File: src/rtl/scp_pkg.sv
package scp_pkg;

  typedef enum logic [1:0] {
    PH_INSTR = 2'd0,
    PH_DATA  = 2'd1,
    PH_FULL  = 2'd2
  } phase_t;

  typedef struct packed {
    logic sdiBit;     // synchronized serial input bit
    logic shiftIn;    // take sdiBit into the input shifter
    logic instrDone;  // this shiftIn completes the instruction byte
    logic shiftOut;   // advance the read-back shifter
    logic commit;     // store the write byte into the addressed register
  } strobes_t;

endpackage

File: src/rtl/scp_ctrl.sv
module scp_ctrl
  import scp_pkg::*;
#(
  parameter int BYTE_W      = 8,
  parameter int SYNC_STAGES = 2
) (
  input  logic     clk,
  input  logic     rstN,
  input  logic     csN,
  input  logic     sclk,
  input  logic     sdi,
  input  logic     isRead,
  output strobes_t strobes,
  output logic     sdoOe,
  output logic     csSync,
  output logic     sclkFall,
  output phase_t   phase
);

  localparam int CNT_W = (BYTE_W > 2) ? $clog2(BYTE_W) : 1;
  localparam logic [CNT_W-1:0] LAST_BIT = CNT_W'(BYTE_W - 1);

  logic [SYNC_STAGES-1:0] csPipe;
  logic [SYNC_STAGES-1:0] sclkPipe;
  logic [SYNC_STAGES-1:0] sdiPipe;
  logic                   csPrev;
  logic                   sclkPrev;
  logic                   sclkSync;
  logic                   sclkRise;
  logic                   csRise;
  logic [CNT_W-1:0]       bitCnt;
  logic                   selActive;

  // Synchronizer chains for the asynchronous serial inputs.
  always_ff @(posedge clk) begin
    if (!rstN) begin
      csPipe   <= '1;
      sclkPipe <= '0;
      sdiPipe  <= '0;
      csPrev   <= 1'b1;
      sclkPrev <= 1'b0;
    end else begin
      csPipe   <= {csPipe[SYNC_STAGES-2:0], csN};
      sclkPipe <= {sclkPipe[SYNC_STAGES-2:0], sclk};
      sdiPipe  <= {sdiPipe[SYNC_STAGES-2:0], sdi};
      csPrev   <= csSync;
      sclkPrev <= sclkSync;
    end
  end

  assign csSync    = csPipe[SYNC_STAGES-1];
  assign sclkSync  = sclkPipe[SYNC_STAGES-1];
  assign sclkRise  = sclkSync & ~sclkPrev;
  assign sclkFall  = ~sclkSync & sclkPrev;
  assign csRise    = csSync & ~csPrev;
  assign selActive = ~csSync;

  // Framing state: which byte is being collected, and how far.
  always_ff @(posedge clk) begin
    if (!rstN) begin
      phase  <= PH_INSTR;
      bitCnt <= '0;
    end else if (csRise) begin
      unique case (phase)
        PH_INSTR: bitCnt <= '0;
        PH_DATA: begin
          // A completed instruction survives a gap between two 8-clock pulses.
          if (bitCnt != '0) begin
            phase  <= PH_INSTR;
            bitCnt <= '0;
          end
        end
        default: begin
          phase  <= PH_INSTR;
          bitCnt <= '0;
        end
      endcase
    end else if (selActive && sclkRise && phase != PH_FULL) begin
      if (bitCnt == LAST_BIT) begin
        bitCnt <= '0;
        phase  <= (phase == PH_INSTR) ? PH_DATA : PH_FULL;
      end else begin
        bitCnt <= bitCnt + 1'b1;
      end
    end
  end

  always_ff @(posedge clk) begin
    if (!rstN) sdoOe <= 1'b0;
    else       sdoOe <= selActive;
  end

  always_comb begin
    strobes.sdiBit    = sdiPipe[SYNC_STAGES-1];
    strobes.shiftIn   = selActive && sclkRise && (phase != PH_FULL);
    strobes.instrDone = strobes.shiftIn && (phase == PH_INSTR) && (bitCnt == LAST_BIT);
    strobes.shiftOut  = selActive && sclkFall && (phase == PH_DATA) && isRead;
    strobes.commit    = csRise && (phase == PH_FULL) && !isRead;
  end

endmodule

File: src/rtl/scp_datapath.sv
module scp_datapath
  import scp_pkg::*;
#(
  parameter int DATA_W   = 8,
  parameter int NUM_REGS = 8
) (
  input  logic                       clk,
  input  logic                       rstN,
  input  strobes_t                   strobes,
  output logic                       isRead,
  output logic                       sdo,
  output logic [NUM_REGS*DATA_W-1:0] ctrlRegs
);

  localparam int ADDR_W = DATA_W - 2;

  logic [DATA_W-1:0] shiftReg;
  logic [DATA_W-2:0] instrReg;      // instruction bits [DATA_W-1:1]
  logic [DATA_W-1:0] readShift;
  logic [DATA_W-1:0] readVal;
  logic [ADDR_W-1:0] nextAddr;
  logic [ADDR_W-1:0] wrAddr;
  logic              outBit;

  assign nextAddr = shiftReg[DATA_W-2:1];  // address as the 8th bit arrives
  assign wrAddr   = instrReg[DATA_W-2:1];
  assign isRead   = instrReg[0];
  assign sdo      = outBit;

  always_ff @(posedge clk) begin
    if (!rstN) begin
      shiftReg <= '0;
      instrReg <= '0;
    end else begin
      if (strobes.shiftIn)   shiftReg <= {shiftReg[DATA_W-2:0], strobes.sdiBit};
      if (strobes.instrDone) instrReg <= shiftReg[DATA_W-2:0];
    end
  end

  // Register bank, one slice per register.
  for (genvar g = 0; g < NUM_REGS; g++) begin : g_reg
    always_ff @(posedge clk) begin
      if (!rstN)
        ctrlRegs[g*DATA_W +: DATA_W] <= '0;
      else if (strobes.commit && wrAddr == ADDR_W'(g))
        ctrlRegs[g*DATA_W +: DATA_W] <= shiftReg;
    end
  end

  // Read mux: unpopulated addresses read as zero.
  always_comb begin
    readVal = '0;
    for (int i = 0; i < NUM_REGS; i++) begin
      if (nextAddr == ADDR_W'(i)) readVal = ctrlRegs[i*DATA_W +: DATA_W];
    end
  end

  always_ff @(posedge clk) begin
    if (!rstN) begin
      readShift <= '0;
      outBit    <= 1'b0;
    end else if (strobes.instrDone) begin
      readShift <= readVal;
    end else if (strobes.shiftOut) begin
      outBit    <= readShift[DATA_W-1];
      readShift <= {readShift[DATA_W-2:0], 1'b0};
    end
  end

endmodule

File: src/rtl/serial_ctrl_port.sv
module serial_ctrl_port
  import scp_pkg::*;
#(
  parameter int DATA_W      = 8,
  parameter int NUM_REGS    = 8,
  parameter int SYNC_STAGES = 2
) (
  input  logic                       clk,
  input  logic                       rstN,
  input  logic                       csN,
  input  logic                       sclk,
  input  logic                       sdi,
  output logic                       sdo,
  output logic                       sdoOe,
  output logic [NUM_REGS*DATA_W-1:0] ctrlRegs
);

  strobes_t strobes;
  phase_t   phase;
  logic     isRead;
  logic     csSync;
  logic     sclkFall;

  scp_ctrl #(
    .BYTE_W     (DATA_W),
    .SYNC_STAGES(SYNC_STAGES)
  ) u_ctrl (
    .clk     (clk),
    .rstN    (rstN),
    .csN     (csN),
    .sclk    (sclk),
    .sdi     (sdi),
    .isRead  (isRead),
    .strobes (strobes),
    .sdoOe   (sdoOe),
    .csSync  (csSync),
    .sclkFall(sclkFall),
    .phase   (phase)
  );

  scp_datapath #(
    .DATA_W  (DATA_W),
    .NUM_REGS(NUM_REGS)
  ) u_dp (
    .clk     (clk),
    .rstN    (rstN),
    .strobes (strobes),
    .isRead  (isRead),
    .sdo     (sdo),
    .ctrlRegs(ctrlRegs)
  );

endmodule

File: config.mk
export PLATFORM = sky130hd
export DESIGN_NAME = serial_ctrl_port
export DESIGN_NICKNAME = d
export VERILOG_FILES = /design/src/rtl/scp_pkg.sv /design/src/rtl/scp_ctrl.sv /design/src/rtl/scp_datapath.sv /design/src/rtl/serial_ctrl_port.sv
export SDC_FILE = /design/constraint.sdc
export NUM_CORES = 1
export LEC_CHECK = 0
export BUFFER_PORTS_ARGS = -buffer_cell sky130_fd_sc_hd__buf_4
export CAP_MARGIN = 20
export CORE_ASPECT_RATIO = 0.8
export CORE_MARGIN = 10
export CORE_UTILIZATION = 25
export CTS_BUF_LIST = sky130_fd_sc_hd__clkbuf_8
export CTS_CLUSTER_SIZE = 16
export DETAILED_ROUTE_END_ITERATION = 7
export GPL_ROUTABILITY_DRIVEN = 0
export GPL_TIMING_DRIVEN = 0
export RECOVER_POWER = 50
export SLEW_MARGIN = 25
export SYNTH_ARGS = -nofsm -noshare
export SYNTH_HDL_FRONTEND = slang
export SYNTH_HIERARCHICAL = 1
export SYNTH_SLANG_ARGS = --single-unit
File: constraint.sdc
create_clock -name clk -period 3.6 [get_ports clk]
set_input_delay 0.36 -clock clk [delete_from_list [all_inputs] [get_ports clk]]
set_output_delay 0.36 -clock clk [all_outputs]
set_load 0.01 [all_outputs]
# --- Word-level counts from Yosys, hierarchy flattened ---
# Index checks and enable logic that the tools add are counted.
totals:
  input_bits: 5
  word_cells: 98
  output_inout_bits: 66
  regBits: 102
classes:
  eq_ne: 20
  bitwise: 8
  reduce_logical: 28
  add_sub_neg: 1
  mux: 21
op_table:
  columns: ["cell", "count"]
  rows:
  - ["2-to-1 mux 8 bit", 10]
  - ["equality test 6 x 3 -> 1 bit (second input constant)", 8]
  - ["equality test 6 x 2 -> 1 bit (second input constant)", 4]
  - ["logical AND 1 bit", 17]
  - ["2-to-1 mux 3 bit", 5]
  - ["equality test 6 x 1 -> 1 bit (second input constant)", 2]
  - ["logical NOT 6 bit", 2]
  - ["2-to-1 mux 2 bit", 5]
  - ["nonzero test 2 bit", 3]
  - ["inverter 1 bit", 5]
  - ["!= test 2 bit (second input constant)", 2]
  - ["case mux 2 bit (2 select lines)", 1]
  - ["AND reduction 2 bit", 2]
  - ["AND reduction 4 bit", 1]
  - ["adder 3 x 1 -> 3 bit (second input constant)", 1]
  - ["AND 1 bit", 3]
  - ["equality test 3 bit (second input constant)", 1]
  - ["!= test 3 bit (second input constant)", 1]
  - ["nonzero test 3 bit", 1]
  - ["equality test 2 x 1 -> 1 bit (second input constant)", 1]
  - ["equality test 2 bit (second input constant)", 1]
  - ["logical NOT 2 bit", 1]
  - ["logical NOT 1 bit", 1]

# --- Depth between registers and ports, before layout ---
# Gate-level depths: netlist of run 1.
depth:
  word_depth: 10
  depth_mapped: 10
  ltp_nobuf: 8

# --- Cells and area by module ---
# The synthesis of run 1 kept the hierarchy.
by_module_without_submodules:
  columns: ["module", "seq_area_each_um2", "area_each_um2", "cells_per_inst", "instances"]
  rows:
  - ["scp_datapath", 1761.7, 4045.1, 400, 1]
  - ["scp_ctrl", 280.3, 601.8, 63, 1]

# --- Worst setup path after synthesis of run 1 ---
# Ideal clock, no wire load.
synth_timing:
  path_type: "reg-to-reg"
  start: "register u_ctrl.bitCnt[0]"
  end: "register u_dp.readShift[3]"
  t_required_ns: 3.472
  arrival_time_ns: 2.030
  path_buffers: 2
  path_stages_with_launch: 10
  setup_time_ns: 0.128
  slack_ns: 1.443
  synth_period_minus_slack_ns: 2.157
  cell_sequence: "dfxtp_1 ha_1 ha_1 nand3_1 nor3_1 clkbuf_1 inv_1 clkbuf_1 a221oi_1 a21oi_1"
synth_rtl:
  columns: ["element", "line", "rtl"]
  rows:
  - ["from (decl)", "scp_ctrl.sv:31", "logic [CNT_W-1:0] bitCnt;"]
  - ["from (signal assigned)", "scp_ctrl.sv:83", "bitCnt <= bitCnt + 1'b1;"]
  - ["to (signal assigned)", "scp_datapath.sv:63", "readShift <= readVal;"]
  - ["to (signal assigned)", "scp_datapath.sv:66", "readShift <= {readShift[DATA_W-2:0], 1'b0};"]
  - ["to (decl)", "scp_datapath.sv:19", "logic [DATA_W-1:0] readShift;"]

==> flow_summary_export.csv, run 1 <==
group,metric,value,unit
logic_synthesis,synth_fp_nets,471,
setup_path,cp.arrival,3.01,ns
routing,ant_nets,0,
sta,fin_crit,2.74,ns
logic_synthesis,synth_top_area_share,43.9,%
logic_synthesis,syn_area_per_cell,10.0,sq um
power_and_ir_drop,peakVddDrop,0.000149,V
layout,synthToLayoutAreaGrowth,17.0,%
clocking,ctsHoldBuffers,0,
sta,finClkSkew,0.0139,ns
place,post-dp-hpwl,10500,um
clocking,clock_latency,0.39,ns
layout,nets,552,
logic_synthesis,synthCells,463,
clocking,cts-root-buf,"clkbuf_8",
logic_synthesis,synth_seq_cells,102,
clocking,cts_sinks,102,
logic_synthesis,synth-edff-count,0,
routing,vias,3755,
power_and_ir_drop,pwr-share-comb,2.3,%
setup_path,path_max_fanout,10,
hold_path,hold_path_end,"u_ctrl/sdiPipe[0]",
logic_synthesis,synth_async_sr_flop_share,0,%
grt,grt_pass1_wl,21700,um
hold_path,hold_class,"input pin to flop",
die,start_util,25.5,%
hold_path,holdPathStages,2,
logic_synthesis,yosysSeqAreaShare,43.9,%
die,die_w,172,um
logic_synthesis,syn_area,4650,sq um
routing,vias_per_cell,4.68,
routing,first_pass_iters,5,
power_and_ir_drop,p_clk_share,39.5,%
layout,drive_above_1_share,9.65,%
sta,whs,0.174,ns
logic_synthesis,ys.flop_type,"dfxtp_1",
grt,grt_max_degree,19,
logic_synthesis,yosys_warnings,6,
clocking,clk_path_buf_depth,2,
grt,track_usage,11.5,%
sta,timing.fmax,364,MHz
place,port_buffers,70,
logic_synthesis,yosysMostFrequentCell,"dfxtp_1",
power_and_ir_drop,powerDensity,358,nW/um^2
grt,antenna_found_initial,0,
sta,slew_viol_final,0,
clocking,cts-buffers-inserted,9,
die,dieArea,24500,sq um
die,io_pins,71,
power_and_ir_drop,seq_power_share,58.2,%
die,die_h,142,um
setup_path,crit_type,"flop to flop",
sta,period_share,76.2,%
sta,rsz0062_at_grt,"false",
setup_path,worst-r2r-setup-slack,0.86,ns
clocking,cts_resized,0,
sta,tns,0,ns
sta,slew_headroom,38.3,%
setup_path,cp-end-kind,"flop",
sta,finalHoldViolations,0,
hold_path,min_from,"sdi",
die,core.rowCount,44,
die,coreArea,18200,sq um
logic_synthesis,synth_cell_type_count,52,
grt,grt_pass1_vias,3632,
sta,setup_viol,0,
logic_synthesis,synth_area_leaders,"dfxtp_1, mux2i_1, nor2b_1",
power_and_ir_drop,p_switching,0.000460,W
clocking,cts_setup_buffers,0,
layout,fin_area,5440,sq um
setup_path,r2r_end,"u_dp/readShift[3]",
sta,tightest_slew,0.923,ns
setup_path,required,3.86,ns
logic_synthesis,synth_common_cells,"dfxtp_1, mux2i_1, nor2b_1, clkbuf_1, nand2_1",
power_and_ir_drop,p_leak,2.01,nW
outcome,status,"finished, final reports clean",
power_and_ir_drop,swShare,23.6,%
run,drv_cap,0,
routing,wirelength,14200,um
logic_synthesis,synth_area_leader_cell,"dfxtp_1",
clocking,htreeDepth,3,
routing,drc,0,
power_and_ir_drop,p_int,0.00149,W
routing,drtIter0Drc,289,
setup_path,start_kind,"flop",
clocking,cts_tree,"built",
setup_path,reg2reg_depth,8,
grt,overflow,0,
setup_path,r2r-start,"u_ctrl/sclkPipe[1]",
place,placed_cell_area,5500,sq um
layout,n_antenna_cell,0,
routing,drt-wirelength-per-cell,17.7,um
clocking,clk_pin_slew,0.10,ns
final cells by class:
type	instances	area [sq um]
fillers	2001	12800
inverters	7	26.3
plain buffers	37	149
flip-flops and latches	102	2040
well taps	253	317
repair buffers	70	274
clock inverters	7	80.1
multi-input cells	317	2420
clock buffers	9	124
critical path, cell delays in order, from the launching register on:
cell,delay (ns)
dfxtp_1,0.38
nor3b_1,0.37
nand3_1,0.20
nor3_1,0.16
clkbuf_1,0.55
inv_1,0.22
clkbuf_1,0.29
a221oi_1,0.36
a21oi_1,0.10
how the worst max path moves through the flow:
stage,end,from,slack [ns]
6_report,u_dp/readShift[3],u_ctrl/sclkPipe[1],0.86
5_1_grt,u_dp/readShift[3],u_ctrl/sclkPipe[1],0.54
4_1_cts,u_dp/ctrlRegs[20],u_ctrl/phase[0],0.88
3_5_place_dp,u_dp/ctrlRegs[20],u_ctrl/phase[1],0.88
3_3_place_gp,u_dp/ctrlRegs[19],u_ctrl/csPipe[1],0.85
2_1_floorplan,u_dp/readShift[3],u_ctrl/bitCnt[0],1.44
state kept, by name, indices dropped and copies added (netlist names):
signal           cells
u_ctrl/sclkPipe      2
u_ctrl/bitCnt        3
u_ctrl/sclkPrev      1
u_dp/ctrlRegs       64
u_ctrl/phase         2
u_ctrl/sdiPipe       2
u_ctrl/csPipe        2
u_dp/shiftReg        8
u_ctrl/sdoOe         1
u_dp/sdo             1
u_dp/instrReg        7
u_ctrl/csPrev        1
u_dp/readShift       8
metrics by stage:
stage,cells,total power (W),worst slack [ns],util (%)
detailed placement,786,0.00121,0.879,30.2
CTS,802,0.00197,0.878,31.3
global route,802,0.00202,0.539,29.8
floorplan,463,0.00119,1.44,-
global placement,786,0.00121,0.854,30.1
finish,802,0.00195,0.856,29.8
per-layer routing:
| metal | up-vias | wire (um) | global-route usage [%] |
|---|---|---|---|
| met5 | - | 0 | 0 |
| met4 | 0 | 148 | 3.08 |
| met3 | 14 | 1230 | 4.55 |
| met2 | 115 | 6080 | 16.9 |
| met1 | 1819 | 6720 | 15.2 |
| li1 | 1807 | - | - |
power groups by stage:
stage	Clock (W)	Sequential, W	Combinational, W
2_1_floorplan	0	0.00116	0.0000291
3_3_place_gp	0	0.00116	0.0000461
3_5_place_dp	0	0.00116	0.0000459
4_1_cts	0.000794	0.00113	0.0000460
5_1_grt	0.000841	0.00113	0.0000486
6_report	0.000769	0.00113	0.0000446
kinds of logic after synthesis:
logic type | Yosys count | share of synthesized area (%)
fa+ha+maj | 3 | 0.808
simple gates | 163 | 20.6
flops | 102 | 43.9
compound gates | 72 | 11.6
buf+inv | 44 | 3.77
mux | 79 | 19.3
cell usage in the layout (no fill, tap or decap), types with 7 or more instances in the layout:
master,count
a21boi_0,18
a21oi_1,10
clkbuf_1,96
clkbuf_8,9
dfxtp_1,102
inv_1,7
mux2i_1,66
mux4_2,8
nand2_1,28
nand3_1,27
nor2b_1,64
No activity file was read; power rests on OpenSTA's default activity.
==> run 2, diff against run 1 <==
--- a/config.mk
+++ b/config.mk
@@ -5,6 +5,7 @@
 export SDC_FILE = /design/constraint.sdc
 export NUM_CORES = 1
 export LEC_CHECK = 0
+export ABC_AREA = 1
 export BUFFER_PORTS_ARGS = -buffer_cell sky130_fd_sc_hd__buf_4
 export CAP_MARGIN = 20
 export CORE_ASPECT_RATIO = 0.8
==> constraint.sdc (replaced) <==
create_clock -name clk -period 2.8 [get_ports clk]
set_input_delay 0.28 -clock clk [delete_from_list [all_inputs] [get_ports clk]]
set_output_delay 0.28 -clock clk [all_outputs]
set_load 0.01 [all_outputs]
==> flow_summary_export.csv, run 2 <==
group,metric,value,unit
outcome,status,"finished, final reports clean",
clocking,cts_resized,0,
logic_synthesis,synth_common_cells,"dfxtp_1, o21ai_0, a21oi_1, nor2_1, inv_1",
die,core.rowCount,43,
logic_synthesis,synth_fp_nets,590,
routing,wirelength,13900,um
routing,first_pass_iters,5,
die,die_h,139,um
place,post-dp-hpwl,10200,um
layout,nets,670,
setup_path,crit_type,"flop to flop",
routing,ant_nets,0,
sta,tightest_slew,0.648,ns
routing,drtIter0Drc,355,
sta,finalHoldViolations,0,
logic_synthesis,ys.flop_type,"dfxtp_1",
layout,largest_reg_flops,64,
logic_synthesis,synth-edff-count,0,
power_and_ir_drop,peakVddDrop,0.000231,V
clocking,cts-buffers-inserted,9,
setup_path,slowest_delay,0.47,ns
logic_synthesis,synth_seq_cells,102,
sta,period_share,79.3,%
clocking,htreeDepth,3,
grt,antenna_found_initial,0,
sta,setup_viol,0,
clocking,ctsHoldBuffers,0,
die,dieArea,23300,sq um
logic_synthesis,synth_async_sr_flop_share,0,%
layout,final_cell_mix,"dfxtp_1, o21ai_0, clkbuf_1",
layout,drive_above_1_share,8.56,%
layout,fillers,1930,
setup_path,path_max_fanout,10,
setup_path,cp.arrival,2.54,ns
routing,drt-wirelength-per-cell,15.6,um
setup_path,cp-end-kind,"flop",
logic_synthesis,yosys_warnings,6,
hold_path,hold_class,"input pin to flop",
sta,timing.fmax,450,MHz
grt,track_usage,11.7,%
setup_path,required,3.12,ns
clocking,clock_latency,0.39,ns
clocking,clk_pin_slew,0.11,ns
run,drv_cap,0,
routing,drc,0,
layout,n_antenna_cell,0,
layout,final_common_cell,"dfxtp_1",
logic_synthesis,synth_area_leader_cell,"dfxtp_1",
sta,slew_viol_final,0,
setup_path,critPathSlowestCell,"nor3_1",
clocking,cts-root-buf,"clkbuf_8",
setup_path,reg2reg_depth,8,
power_and_ir_drop,p_leak,2.05,nW
sta,finClkSkew,0.0212,ns
setup_path,start_kind,"flop",
setup_path,r2r_end,"u_dp/ctrlRegs[22]",
grt,grt_pass1_vias,3823,
setup_path,worst-r2r-setup-slack,0.58,ns
setup_path,startpoint,"u_ctrl/phase[0]",
grt,grt_max_degree,19,
layout,regMostFlops,"u_dp/ctrlRegs",
setup_path,crit_end,"u_dp/ctrlRegs[22]",
sta,rsz0062_at_grt,"false",
logic_synthesis,syn_area_per_cell,7.55,sq um
logic_synthesis,yosysMostFrequentCell,"dfxtp_1",
logic_synthesis,synth_top_area_share,46.5,%
setup_path,timing.critical_path.cells,"inv_1 > nand2_1 > nor3_1 > nand3_1 > nor2_1 > buf_2 > o21ai_0 > a21oi_1",
logic_synthesis,syn_area,4390,sq um
setup_path,r2r-start,"u_ctrl/phase[0]",
setup_path,cp_top_family,"simple AND/OR/NAND/NOR gates",
die,coreArea,17300,sq um
setup_path,cp.depth,8,
die,io_pins,71,
logic_synthesis,synth_cell_type_count,29,
routing,vias,4095,
clocking,cts_tree,"built",
logic_synthesis,synthCells,582,
die,start_util,25.4,%
place,port_buffers,69,
die,die_w,168,um
sta,tns,0,ns
clocking,cts_setup_buffers,0,
power_and_ir_drop,powerDensity,476,nW/um^2
logic_synthesis,synth_area_leaders,"dfxtp_1, o21ai_0, a21oi_1",
setup_path,worst-path-buf-inv,2,
grt,overflow,0,
layout,reg.largest.list,"u_dp/ctrlRegs (64), u_dp/readShift (8), u_dp/shiftReg (8)",
power_and_ir_drop,total_power,0.00243,W
layout,synthToLayoutAreaGrowth,16.3,%
clocking,cts_sinks,102,
grt,grt_pass1_wl,21900,um
sta,slew_headroom,56.8,%
logic_synthesis,yosysSeqAreaShare,46.5,%
sta,fin_crit,2.22,ns
routing,vias_per_cell,4.60,
clocking,clk_path_buf_depth,2,
[run 2: worst min-delay path by stage]
stage	cells after the start	slack (ns)	start	end
finish	3	0.07	sclk	u_ctrl/sclkPipe[0]
global placement	2	0.39	u_ctrl/sclkPipe[0]	u_ctrl/sclkPipe[1]
CTS	3	0.06	sclk	u_ctrl/sclkPipe[0]
detailed placement	2	0.40	u_ctrl/sclkPipe[0]	u_ctrl/sclkPipe[1]
floorplan	2	0.37	sdi	u_ctrl/sdiPipe[0]
global route	2	0.05	csN	u_ctrl/csPipe[0]
[run 2: per-stage QoR]
step | hold slack (ns) | util (%) | setup WS [ns] | std cells | area, sq um
floorplan | 0.373 | - | 1.05 | 582 | 4390
global placement | 0.395 | 30.1 | 0.662 | 876 | 5190
detailed placement | 0.403 | 30.1 | 0.623 | 876 | 5190
CTS | 0.0615 | 31.1 | 0.598 | 891 | 5370
global route | 0.0509 | 29.6 | 0.305 | 891 | 5110
finish | 0.0717 | 29.6 | 0.579 | 891 | 5110
[run 2: layout make-up]
type | instances | area, sq um | share of cell area (%)
clock buffers | 9 | 124 | 2.42
repair buffers | 69 | 270 | 5.29
multi-input cells | 380 | 1930 | 37.7
plain buffers | 27 | 133 | 2.60
clock inverters | 6 | 55.1 | 1.08
flip-flops and latches | 102 | 2040 | 40.0
inverters | 73 | 277 | 5.41
well taps | 225 | 282 | 5.51
[run 2: logic make-up after synthesis]
kind of cell,synth area share (%)
fa+ha+maj,0.854
flops,46.5
simple gates,23.0
compound gates,20.4
buf+inv,9.34
[run 2: report_power, final]
group	internal (W)	switching, W
Clock	0.000336	0.000565
Combinational	0.0000184	0.0000507
Sequential	0.00146	0.00000472
[run 2: metal layers]
metal	part of all wire, %	track usage (%)	vias to the layer above	routed length [um]
met2	41	16.9	151	5680
met4	1.1	2.38	0	153
met3	8.9	4.22	13	1240
li1	-	-	2074	-
met1	49	16.4	1857	6840
met5	0	0	-	0
[run 2: worst register-to-register path: stages (launching register included)]
cell and delay (ns):
dfxtp_1 0.32, inv_1 0.09, nand2_1 0.09, nor3_1 0.47, nand3_1 0.26, nor2_1 0.42
buf_2 0.29, o21ai_0 0.09, a21oi_1 0.13
==> run 3, diff against run 2 <==
==> constraint.sdc (replaced) <==
create_clock -name clk -period 2.1 [get_ports clk]
set_input_delay 0.21 -clock clk [delete_from_list [all_inputs] [get_ports clk]]
set_output_delay 0.21 -clock clk [all_outputs]
set_load 0.01 [all_outputs]
==> flow_summary_export.csv, run 3 (synthesis gave the netlist of run 2 again) <==
group,metric,value,unit
outcome,status,"finished, final reports clean",
sta,slew_viol_final,0,
clocking,cts-buffers-inserted,9,
sta,timing.fmax,533,MHz
run,drv_cap,0,
die,core.rowCount,43,
sta,fin_crit,1.88,ns
setup_path,cp_top_family,"simple AND/OR/NAND/NOR gates",
setup_path,worst-path-buf-inv,1,
grt,track_usage,11.8,%
layout,n_antenna_cell,0,
sta,rsz0062_at_grt,"false",
die,die_w,168,um
routing,wirelength,14000,um
routing,first_pass_iters,6,
sta,finalHoldViolations,0,
layout,largest_reg_flops,64,
routing,vias_per_cell,4.59,
die,io_pins,71,
hold_path,hold_class,"input pin to flop",
setup_path,crit_type,"flop to flop",
grt,grt_max_degree,19,
setup_path,required,2.42,ns
power_and_ir_drop,powerDensity,625,nW/um^2
routing,ant_nets,0,
layout,post-route-util,30.0,%
grt,grt_pass1_vias,3836,
routing,vias,4101,
layout,reg.largest.list,"u_dp/ctrlRegs (64), u_dp/readShift (8), u_dp/shiftReg (8)",
power_and_ir_drop,swShare,25.4,%
sta,slew_headroom,54.2,%
clocking,cts_setup_buffers,0,
grt,antenna_found_initial,0,
setup_path,critPathSlowestCell,"dfxtp_1",
setup_path,path_max_fanout,10,
power_and_ir_drop,p_switching,0.000822,W
sta,setup_viol,0,
routing,drc,0,
sta,whs,0.119,ns
setup_path,start_kind,"flop",
routing,drt-wirelength-per-cell,15.7,um
place,dp.cells,876,
grt,overflow,0,
die,coreArea,17300,sq um
grt,grt_pass1_wl,22000,um
clocking,htreeDepth,3,
power_and_ir_drop,seq_power_share,60.1,%
setup_path,cp.arrival,2.20,ns
layout,nets,673,
sta,tns,0,ns
die,dieArea,23300,sq um
setup_path,cp-end-kind,"flop",
die,start_util,25.4,%
power_and_ir_drop,pwr-share-comb,3.0,%
clocking,clk_pin_slew,0.11,ns
sta,finClkSkew,0.0217,ns
layout,final_common_cell,"dfxtp_1",
setup_path,timing.critical_path.cells,"nand2_1 > nor3_4 > nand3_1 > nor2_2 > buf_2 > o21ai_0 > a21oi_1",
layout,synthToLayoutAreaGrowth,17.9,%
layout,regMostFlops,"u_dp/ctrlRegs",
power_and_ir_drop,p_leak,2.07,nW
clocking,cts_sinks,102,
power_and_ir_drop,p_clk_share,36.8,%
power_and_ir_drop,total_power,0.00324,W
sta,tightest_slew,0.688,ns
routing,drtIter0Drc,398,
layout,drive_above_1_share,9.57,%
clocking,cts_tree,"built",
clocking,clk_path_buf_depth,2,
die,die_h,139,um
place,port_buffers,69,
layout,final_cell_mix,"dfxtp_1, o21ai_0, clkbuf_1",
place,post-dp-hpwl,10200,um
sta,period_share,89.3,%
clocking,clock_latency,0.39,ns
power_and_ir_drop,p_int,0.00242,W
clocking,cts-root-buf,"clkbuf_8",
power_and_ir_drop,peakVddDrop,0.000313,V
layout,final_cells,894,
setup_path,slowest_delay,0.40,ns
-- run 3: cell count changes in the layout (fill, tap and decap cells not counted), moves of 2 or more --
cell	previous run	this run
nor3_4	0	2
dlygate4sd3_1	0	3
nand2_1	68	66
clkbuf_4	0	5
nor2_1	75	73
buf_4	8	5
nor3_1	6	4
nand2_2	3	5
nor2_4	11	13
-- run 3: worst register-to-register path: stages, from the launching register on --
cell	delay, ns
dfxtp_1	0.40
nand2_1	0.14
nor3_4	0.25
nand3_1	0.21
nor2_2	0.31
buf_2	0.28
o21ai_0	0.10
a21oi_1	0.13
-- run 3: cell type report --
class	instances	area, sq um
Clock inverter	6	55.1
Tap cell	225	282
Fill cell	1913	12100
Clock buffer	9	124
Buffer	27	133
Multi-Input combinational cell	380	1970
Inverter	73	277
Sequential cell	102	2040
Timing Repair Buffer	72	300
-- run 3: metal layers --
metal  up-vias  GRT usage (%)  routed length (um)
met3        17           4.25                1220
met1      1853           16.3                6870
met5         -              0                   0
li1       2078              -                   -
met4         0           2.38                 184
met2       153           17.0                5730
-- run 3: worst paths after layout --
path / end / depth (start not counted) / slack [ns] / startpoint
worst max-delay path: u_dp/ctrlRegs[21] / 7 / 0.22 / u_ctrl/phase[1]
worst min-delay path: u_ctrl/sclkPipe[0] / 3 / 0.12 / rstN
worst max register to register: u_dp/ctrlRegs[21] / 7 / 0.22 / u_ctrl/phase[1]
worst min register to register: u_ctrl/sclkPipe[1] / 2 / 0.42 / u_ctrl/sclkPipe[0]
-- run 3: what timing repair did --
item                                   in CTS  in global routing
resized for setup                           3                 10
endpoints found under the hold margin       3                  0
hold buffers                                3                  0
setup endpoints to repair                  25                 25
-- run 3: metrics by stage --
step           setup WS [ns]  cell area [sq um]
2_1_floorplan          0.354               4390
3_3_place_gp         -0.0377               5190
3_5_place_dp         -0.0773               5190
4_1_cts               0.0724               5420
5_1_grt               0.0195               5180
6_report               0.224               5180
-- run 3: power groups by stage --
stage	Sequential [W]	Combinational, W	Clock [W]
floorplan	0.00199	0.0000599	0
global placement	0.00199	0.0000926	0
detailed placement	0.00199	0.0000934	0
CTS	0.00195	0.0000977	0.00122
global route	0.00195	0.000107	0.00129
finish	0.00195	0.0000975	0.00119
